==> src/rtl/evo_pkg.sv <==
package evo_pkg;

    localparam logic [31:0] EVO_LFSR_TAPS = 32'h8020_0003;

    typedef enum logic [2:0] {
        ST_PICK,
        ST_MUT,
        ST_REQ,
        ST_WAIT,
        ST_MERGE
    } evo_phase_e;

    function automatic logic [31:0] evo_lfsr_step(input logic [31:0] s);
        return (s >> 1) ^ (s[0] ? EVO_LFSR_TAPS : 32'h0);
    endfunction

endpackage

==> src/rtl/evo_lfsr.sv <==
module evo_lfsr #(
    parameter logic [31:0] RESET_SEED = 32'h1,
    parameter int          OUT_W      = 4
) (
    input  logic             clk,
    input  logic             rst_n,
    input  logic             load,
    input  logic [31:0]      load_val,
    input  logic             advance,
    output logic [OUT_W-1:0] draw
);
    import evo_pkg::*;

    localparam logic [31:0] SAFE_RESET = (RESET_SEED == 32'h0) ? 32'h1 : RESET_SEED;

    logic [31:0] st_d, st_q;

    always_comb begin
        st_d = st_q;
        if (load)
            st_d = (load_val == 32'h0) ? 32'h1 : load_val;
        else if (advance)
            st_d = evo_lfsr_step(st_q);
    end

    always_ff @(posedge clk) begin
        if (!rst_n) st_q <= SAFE_RESET;
        else        st_q <= st_d;
    end

    assign draw = st_q[OUT_W-1:0];

endmodule

==> src/rtl/evo_rank.sv <==
// Inserts one candidate into a best-first list of N entries. Entries that
// score lower or equal stay ahead, so earlier arrivals win ties.
module evo_rank #(
    parameter int G  = 16,
    parameter int FW = 8,
    parameter int N  = 4
) (
    input  logic [N-1:0]         in_vld,
    input  logic [N-1:0][FW-1:0] in_fit,
    input  logic [N-1:0][G-1:0]  in_gen,
    input  logic [FW-1:0]        c_fit,
    input  logic [G-1:0]         c_gen,
    output logic [N-1:0]         out_vld,
    output logic [N-1:0][FW-1:0] out_fit,
    output logic [N-1:0][G-1:0]  out_gen
);
    logic [N-1:0] ahead;

    for (genvar i = 0; i < N; i++) begin : g_slot
        assign ahead[i] = in_vld[i] && (in_fit[i] <= c_fit);

        if (i == 0) begin : g_head
            always_comb begin
                if (ahead[0]) begin
                    out_vld[0] = in_vld[0];
                    out_fit[0] = in_fit[0];
                    out_gen[0] = in_gen[0];
                end else begin
                    out_vld[0] = 1'b1;
                    out_fit[0] = c_fit;
                    out_gen[0] = c_gen;
                end
            end
        end else begin : g_tail
            always_comb begin
                if (ahead[i]) begin
                    out_vld[i] = in_vld[i];
                    out_fit[i] = in_fit[i];
                    out_gen[i] = in_gen[i];
                end else if (ahead[i-1]) begin
                    out_vld[i] = 1'b1;
                    out_fit[i] = c_fit;
                    out_gen[i] = c_gen;
                end else begin
                    out_vld[i] = in_vld[i-1];
                    out_fit[i] = in_fit[i-1];
                    out_gen[i] = in_gen[i-1];
                end
            end
        end
    end

endmodule

==> src/rtl/evo_select_engine.sv <==
module evo_select_engine #(
    parameter int          G          = 16,
    parameter int          FW         = 8,
    parameter int          NPAR       = 4,
    parameter int          NOFF       = 12,
    parameter int          GENW       = 16,
    parameter logic [31:0] RESET_SEED = 32'h1
) (
    input  logic            clk,
    input  logic            rst_n,
    input  logic            enable,
    input  logic            seed_load,
    input  logic [31:0]     seed_value,
    output logic            eval_start,
    output logic [G-1:0]    eval_genome,
    input  logic            eval_done,
    input  logic [FW-1:0]   eval_fitness,
    output logic [G-1:0]    best_genome,
    output logic [FW-1:0]   best_fitness,
    output logic [GENW-1:0] generation
);
    import evo_pkg::*;

    localparam int LG    = $clog2(G);
    localparam int PW    = $clog2(NPAR);
    localparam int CW    = $clog2(NOFF);
    localparam int DRAWW = (LG > PW) ? LG : PW;

    typedef struct packed {
        evo_phase_e                 phase;
        logic [G-1:0]               work;
        logic [LG-1:0]              bit_idx;
        logic [CW-1:0]              scored;
        logic [NPAR-1:0]            nv_vld;
        logic [NPAR-1:0][FW-1:0]    nv_fit;
        logic [NPAR-1:0][G-1:0]     nv_gen;
        logic [NPAR-1:0][FW-1:0]    par_fit;
        logic [NPAR-1:0][G-1:0]     par_gen;
        logic [GENW-1:0]            gen_cnt;
    } eng_t;

    eng_t eng_d, eng_q;

    logic [DRAWW-1:0]        draw;
    logic                    lfsr_adv;
    logic [FW-1:0]           cand_fit;
    logic [G-1:0]            cand_gen;
    logic [NPAR-1:0]         rk_vld;
    logic [NPAR-1:0][FW-1:0] rk_fit;
    logic [NPAR-1:0][G-1:0]  rk_gen;

    assign lfsr_adv = ((eng_q.phase == ST_PICK) && enable) || (eng_q.phase == ST_MUT);

    evo_lfsr #(
        .RESET_SEED (RESET_SEED),
        .OUT_W      (DRAWW)
    ) i_lfsr (
        .clk      (clk),
        .rst_n    (rst_n),
        .load     (seed_load),
        .load_val (seed_value),
        .advance  (lfsr_adv),
        .draw     (draw)
    );

    // The old best parent enters the ranking last, after all offspring.
    assign cand_fit = (eng_q.phase == ST_MERGE) ? eng_q.par_fit[0] : eval_fitness;
    assign cand_gen = (eng_q.phase == ST_MERGE) ? eng_q.par_gen[0] : eng_q.work;

    evo_rank #(
        .G  (G),
        .FW (FW),
        .N  (NPAR)
    ) i_rank (
        .in_vld  (eng_q.nv_vld),
        .in_fit  (eng_q.nv_fit),
        .in_gen  (eng_q.nv_gen),
        .c_fit   (cand_fit),
        .c_gen   (cand_gen),
        .out_vld (rk_vld),
        .out_fit (rk_fit),
        .out_gen (rk_gen)
    );

    always_comb begin
        eng_d = eng_q;
        unique case (eng_q.phase)
            ST_PICK: begin
                if (enable) begin
                    eng_d.work    = eng_q.par_gen[draw[PW-1:0]];
                    eng_d.bit_idx = '0;
                    eng_d.phase   = ST_MUT;
                end
            end
            ST_MUT: begin
                if (draw[LG-1:0] == '0)
                    eng_d.work[eng_q.bit_idx] = ~eng_q.work[eng_q.bit_idx];
                eng_d.bit_idx = eng_q.bit_idx + 1'b1;
                if (eng_q.bit_idx == LG'(G - 1))
                    eng_d.phase = ST_REQ;
            end
            ST_REQ: begin
                eng_d.phase = ST_WAIT;
            end
            ST_WAIT: begin
                if (eval_done) begin
                    eng_d.nv_vld = rk_vld;
                    eng_d.nv_fit = rk_fit;
                    eng_d.nv_gen = rk_gen;
                    if (eng_q.scored == CW'(NOFF - 1)) begin
                        eng_d.scored = '0;
                        eng_d.phase  = ST_MERGE;
                    end else begin
                        eng_d.scored = eng_q.scored + 1'b1;
                        eng_d.phase  = ST_PICK;
                    end
                end
            end
            ST_MERGE: begin
                eng_d.par_fit = rk_fit;
                eng_d.par_gen = rk_gen;
                eng_d.nv_vld  = '0;
                eng_d.gen_cnt = eng_q.gen_cnt + 1'b1;
                eng_d.phase   = ST_PICK;
            end
            default: eng_d.phase = ST_PICK;
        endcase
    end

    always_ff @(posedge clk) begin
        if (!rst_n) begin
            eng_q         <= '0;
            eng_q.phase   <= ST_PICK;
            eng_q.par_fit <= '1;
        end else begin
            eng_q <= eng_d;
        end
    end

    assign eval_start   = (eng_q.phase == ST_REQ);
    assign eval_genome  = eng_q.work;
    assign best_genome  = eng_q.par_gen[0];
    assign best_fitness = eng_q.par_fit[0];
    assign generation   = eng_q.gen_cnt;

endmodule

==> config.mk <==
export PLATFORM = sky130hd
export DESIGN_NAME = evo_select_engine
export DESIGN_NICKNAME = d
export VERILOG_FILES = /design/src/rtl/evo_pkg.sv /design/src/rtl/evo_lfsr.sv /design/src/rtl/evo_rank.sv /design/src/rtl/evo_select_engine.sv
export SDC_FILE = /design/constraint.sdc
export NUM_CORES = 1
export LEC_CHECK = 0
export ABC_AREA = 1
export BUFFER_PORTS_ARGS = -buffer_cell sky130_fd_sc_hd__buf_2
export CORE_MARGIN = 1.5
export CORE_UTILIZATION = 53
export DETAILED_ROUTE_END_ITERATION = 8
export GPL_ROUTABILITY_DRIVEN = 0
export HOLD_SLACK_MARGIN = 0.1
export PLACE_DENSITY = 0.74
export SYNTH_ARGS = -nofsm -noshare
export SYNTH_HDL_FRONTEND = slang
export SYNTH_SLANG_ARGS = --single-unit
==> constraint.sdc <==
create_clock -name clk -period 2.94 [get_ports clk]
set_input_delay 0.441 -clock clk [delete_from_list [all_inputs] [get_ports clk]]
set_output_delay 0.441 -clock clk [all_outputs]
set_load 0.005 [all_outputs]
==> flow_summary.json <==
{
  "syn_avg_cell_area_sq_um": 6.67,
  "criticalPathCategory": "flop to flop",
  "worstPathMaxFanout": 13,
  "nets": 2139,
  "vias": 14100,
  "arrival_ns": 3.28,
  "design.core.area_sq_um": 25200,
  "h-tree-depth": 1,
  "fin_crit_sh": 0.967,
  "p_per_area_nw_per_um2": 522,
  "cts-root-buf": "clkbuf_16",
  "drt_iter0_markers": 1559,
  "ys_ff_latch": 247,
  "max_freq_mhz": 352,
  "syn_area_sq_um": 13600,
  "p_int_mw": 5.80,
  "clock_latency_ns": 0.54,
  "routedWlPerCell_um": 17.3,
  "grt_pass1_wl_mm": 63.2,
  "grt_max_degree": 121,
  "avgViaCountPerCell": 5.86,
  "die_area_sq_um": 26600,
  "rows": 58,
  "finalPower_mw": 8.04,
  "synth.distinct_cells": 47,
  "critPathCaptureType": "flop",
  "syn_to_final_growth_pct": 13.3,
  "diodes": 0,
  "critPathRequiredTime_ns": 3.38,
  "instances_no_fill": 2410,
  "p_sw_frac": 0.278,
  "power_switching_mw": 2.24,
  "grt_busiest_layer": "met2",
  "maxSlewHeadroom": 0.307,
  "ys.flop_type": "dfxtp_1",
  "hp-class": "input port to flop",
  "grt_usage": 0.293,
  "setup_viol": 0,
  "overflow": 0,
  "start_util": 0.540,
  "io_buffers": 101,
  "pin_count": 102,
  "use_met3": 0.0363,
  "fin_skew_ns": 0.0140,
  "route.detailed.drc": 0,
  "cp-start-kind": "flop",
  "ys_warn_count": 0,
  "seq_power_share": 0.440,
  "grt_antenna_before_repair": 0,
  "cts-buffers-inserted": 28,
  "syn-num-nets": 2118,
  "peakVddDrop_mv": 0.538,
  "clkSlewWorstSetupHoldPaths_ns": 0.06,
  "cts_tree": "built",
  "hold_viol_final": 0,
  "dp.cells": 2341,
  "drtAntennaViolNets": 0,
  "layout-drive-gt1-share": 0.135,
  "hold_slack_ns": 0.170,
  "fp.dieW_um": 163,
  "final_common_cell": "nand2_1",
  "outcome": "finished clean",
  "fin_util": 0.612,
  "dr.pass1.iters": 9,
  "hpwl_mm": 26.9,
  "die_h_um": 163,
  "tns_ns": 0,
  "synth_async_sr_flop_share": 0,
  "clock_sinks": 247,
  "most-common-layout-cells": "nand2_1 (440), dfxtp_1 (245), inv_1 (212), nand3_1 (211), a21oi_1 (196)",
  "slew_viol_final": 0,
  "p_leak_nw": 7.13,
  "p_clk_frac": 0.425,
  "synth_cells": 2040,
  "pwr-share-comb": 0.135,
  "use_met2": 0.477,
  "clock_path_buffers": 3,
  "yosysSeqAreaShare": 0.364,
  "finalCriticalPeriod_ns": 2.84,
  "max-cap-violations": 0,
  "synth-edff-count": 0,
  "drt_wl_total_mm": 41.6,
  "grt_pass1_vias": 12600,
  "grt_use_met1": 0.378,
  "tightest_slew_ns": 1.04,
  "n_fill_cell": 2273
}
==> layout make-up <==
| cell class | instances | area, sq um | share of cell area |
|---|---|---|---|
| multi-input combinational | 1385 | 7000 | 0.454 |
| inverter | 226 | 887 | 0.0576 |
| clock buffer | 41 | 811 | 0.0526 |
| clock inverter | 8 | 78.8 | 0.00511 |
| sequential | 247 | 4950 | 0.321 |
| tap | 330 | 413 | 0.0268 |
| timing repair buffer | 173 | 1270 | 0.0826 |
==> sequential cells by signal, summed over array words and instances, names as in the netlist <==
register,flops
eng_q,159
i_lfsr.st_q,32
best_genome,16
eval_genome,16
generation,16
best_fitness,8
==> synthesized netlist by cell type (4+ instances only) <==
master | n | area (sq um)
nand2_1 | 441 | 1660
dfxtp_1 | 247 | 4940
inv_1 | 215 | 807
nand3_1 | 212 | 1060
a21oi_1 | 199 | 996
o21ai_0 | 180 | 901
nor2_1 | 130 | 488
clkbuf_1 | 82 | 308
buf_4 | 68 | 510
ha_1 | 33 | 413
a31oi_1 | 27 | 169
a221oi_1 | 24 | 210
o21ai_1 | 22 | 110
buf_2 | 20 | 100
nand4_1 | 20 | 125
nor3_1 | 13 | 65.1
o22ai_1 | 12 | 75.1
buf_1 | 11 | 41.3
nand2_2 | 11 | 68.8
nor4_1 | 9 | 56.3
inv_2 | 7 | 26.3
nor3b_1 | 5 | 37.5
o21bai_1 | 5 | 37.5
o21a_1 | 4 | 30.0
==> worst max-delay path, cell delays in order (launching register included) <==
cell	delay (ns)
dfxtp_2	0.35
nor2_4	0.05
nand2_4	0.09
inv_4	0.05
or2_2	0.26
o21ai_1	0.08
buf_4	0.16
ha_1	0.26
a21oi_2	0.15
a21boi_2	0.17
o21ai_1	0.07
inv_1	0.05
nand2_1	0.06
nand2_2	0.15
nand2_8	0.12
buf_4	0.17
clkbuf_16	0.17
nand3_1	0.12
nand3_1	0.09
nand2_1	0.08
inv_1	0.04
==> stage by stage <==
step / area, sq um / setup slack [ns]
finish: 15400 / 0.0965
global route: 15400 / -0.0956
CTS: 14900 / 0.0125
detailed placement: 14000 / 0.0249
global placement: 14000 / 0.0966
floorplan: 13600 / 0.00282
==> logic make-up after synthesis <==
family                   count (synthesis)  share of synthesized area
adder cells (fa/ha/maj)                 33                     0.0304
AO/OA/AOI/OAI                          489                      0.196
AND/OR/NAND/NOR                        861                      0.274
XOR/XNOR                                 1                   0.000644
flip-flops                             247                      0.364
buffers and inverters                  409                      0.135
==> final timing paths <==
| kind | start | to | slack [ns] | depth (start not counted) |
|---|---|---|---|---|
| max reg2reg | eng_q[236]$_SDFFE_PN0P_ | eng_q[129]$_SDFFE_PN0P_ | 0.1 | 20 |
| max | eng_q[236]$_SDFFE_PN0P_ | eng_q[129]$_SDFFE_PN0P_ | 0.1 | 20 |
| min reg2reg | eng_q[170]$_SDFFE_PN0P_ | eng_q[170]$_SDFFE_PN0P_ | 0.46 | 2 |
| min | seed_value[8] | i_lfsr.st_q[8]$_SDFFE_PN0P_ | 0.17 | 3 |
==> routing by layer <==
layer | vias to the layer above | share of wire | wire [um]
met4 | 0 | 0.052 | 2170
li1 | 6749 | - | -
met3 | 156 | 0.085 | 3550
met1 | 6490 | 0.41 | 16900
met2 | 730 | 0.46 | 19000
met5 | - | 0 | 0
==> power groups by stage <==
stage / combinational, mW / sequential (mW) / clock [mW]
2_1_floorplan: 0.726 / 3.58 / 0
3_3_place_gp: 1.02 / 3.61 / 0
3_5_place_dp: 1.03 / 3.61 / 0
4_1_cts: 1.04 / 3.54 / 3.44
5_1_grt: 1.19 / 3.55 / 3.58
6_report: 1.09 / 3.54 / 3.42
==> timing repair <==
action                                 in CTS  in global routing
hold buffers                                0                  0
setup endpoints to repair                   5                153
setup buffers                               0                 16
endpoints found under the hold margin       0                  0
pin swaps                                   0                 18
gates cloned                                0                  5
resized for setup                           2                 69
(Power assumes the default switching activity.)
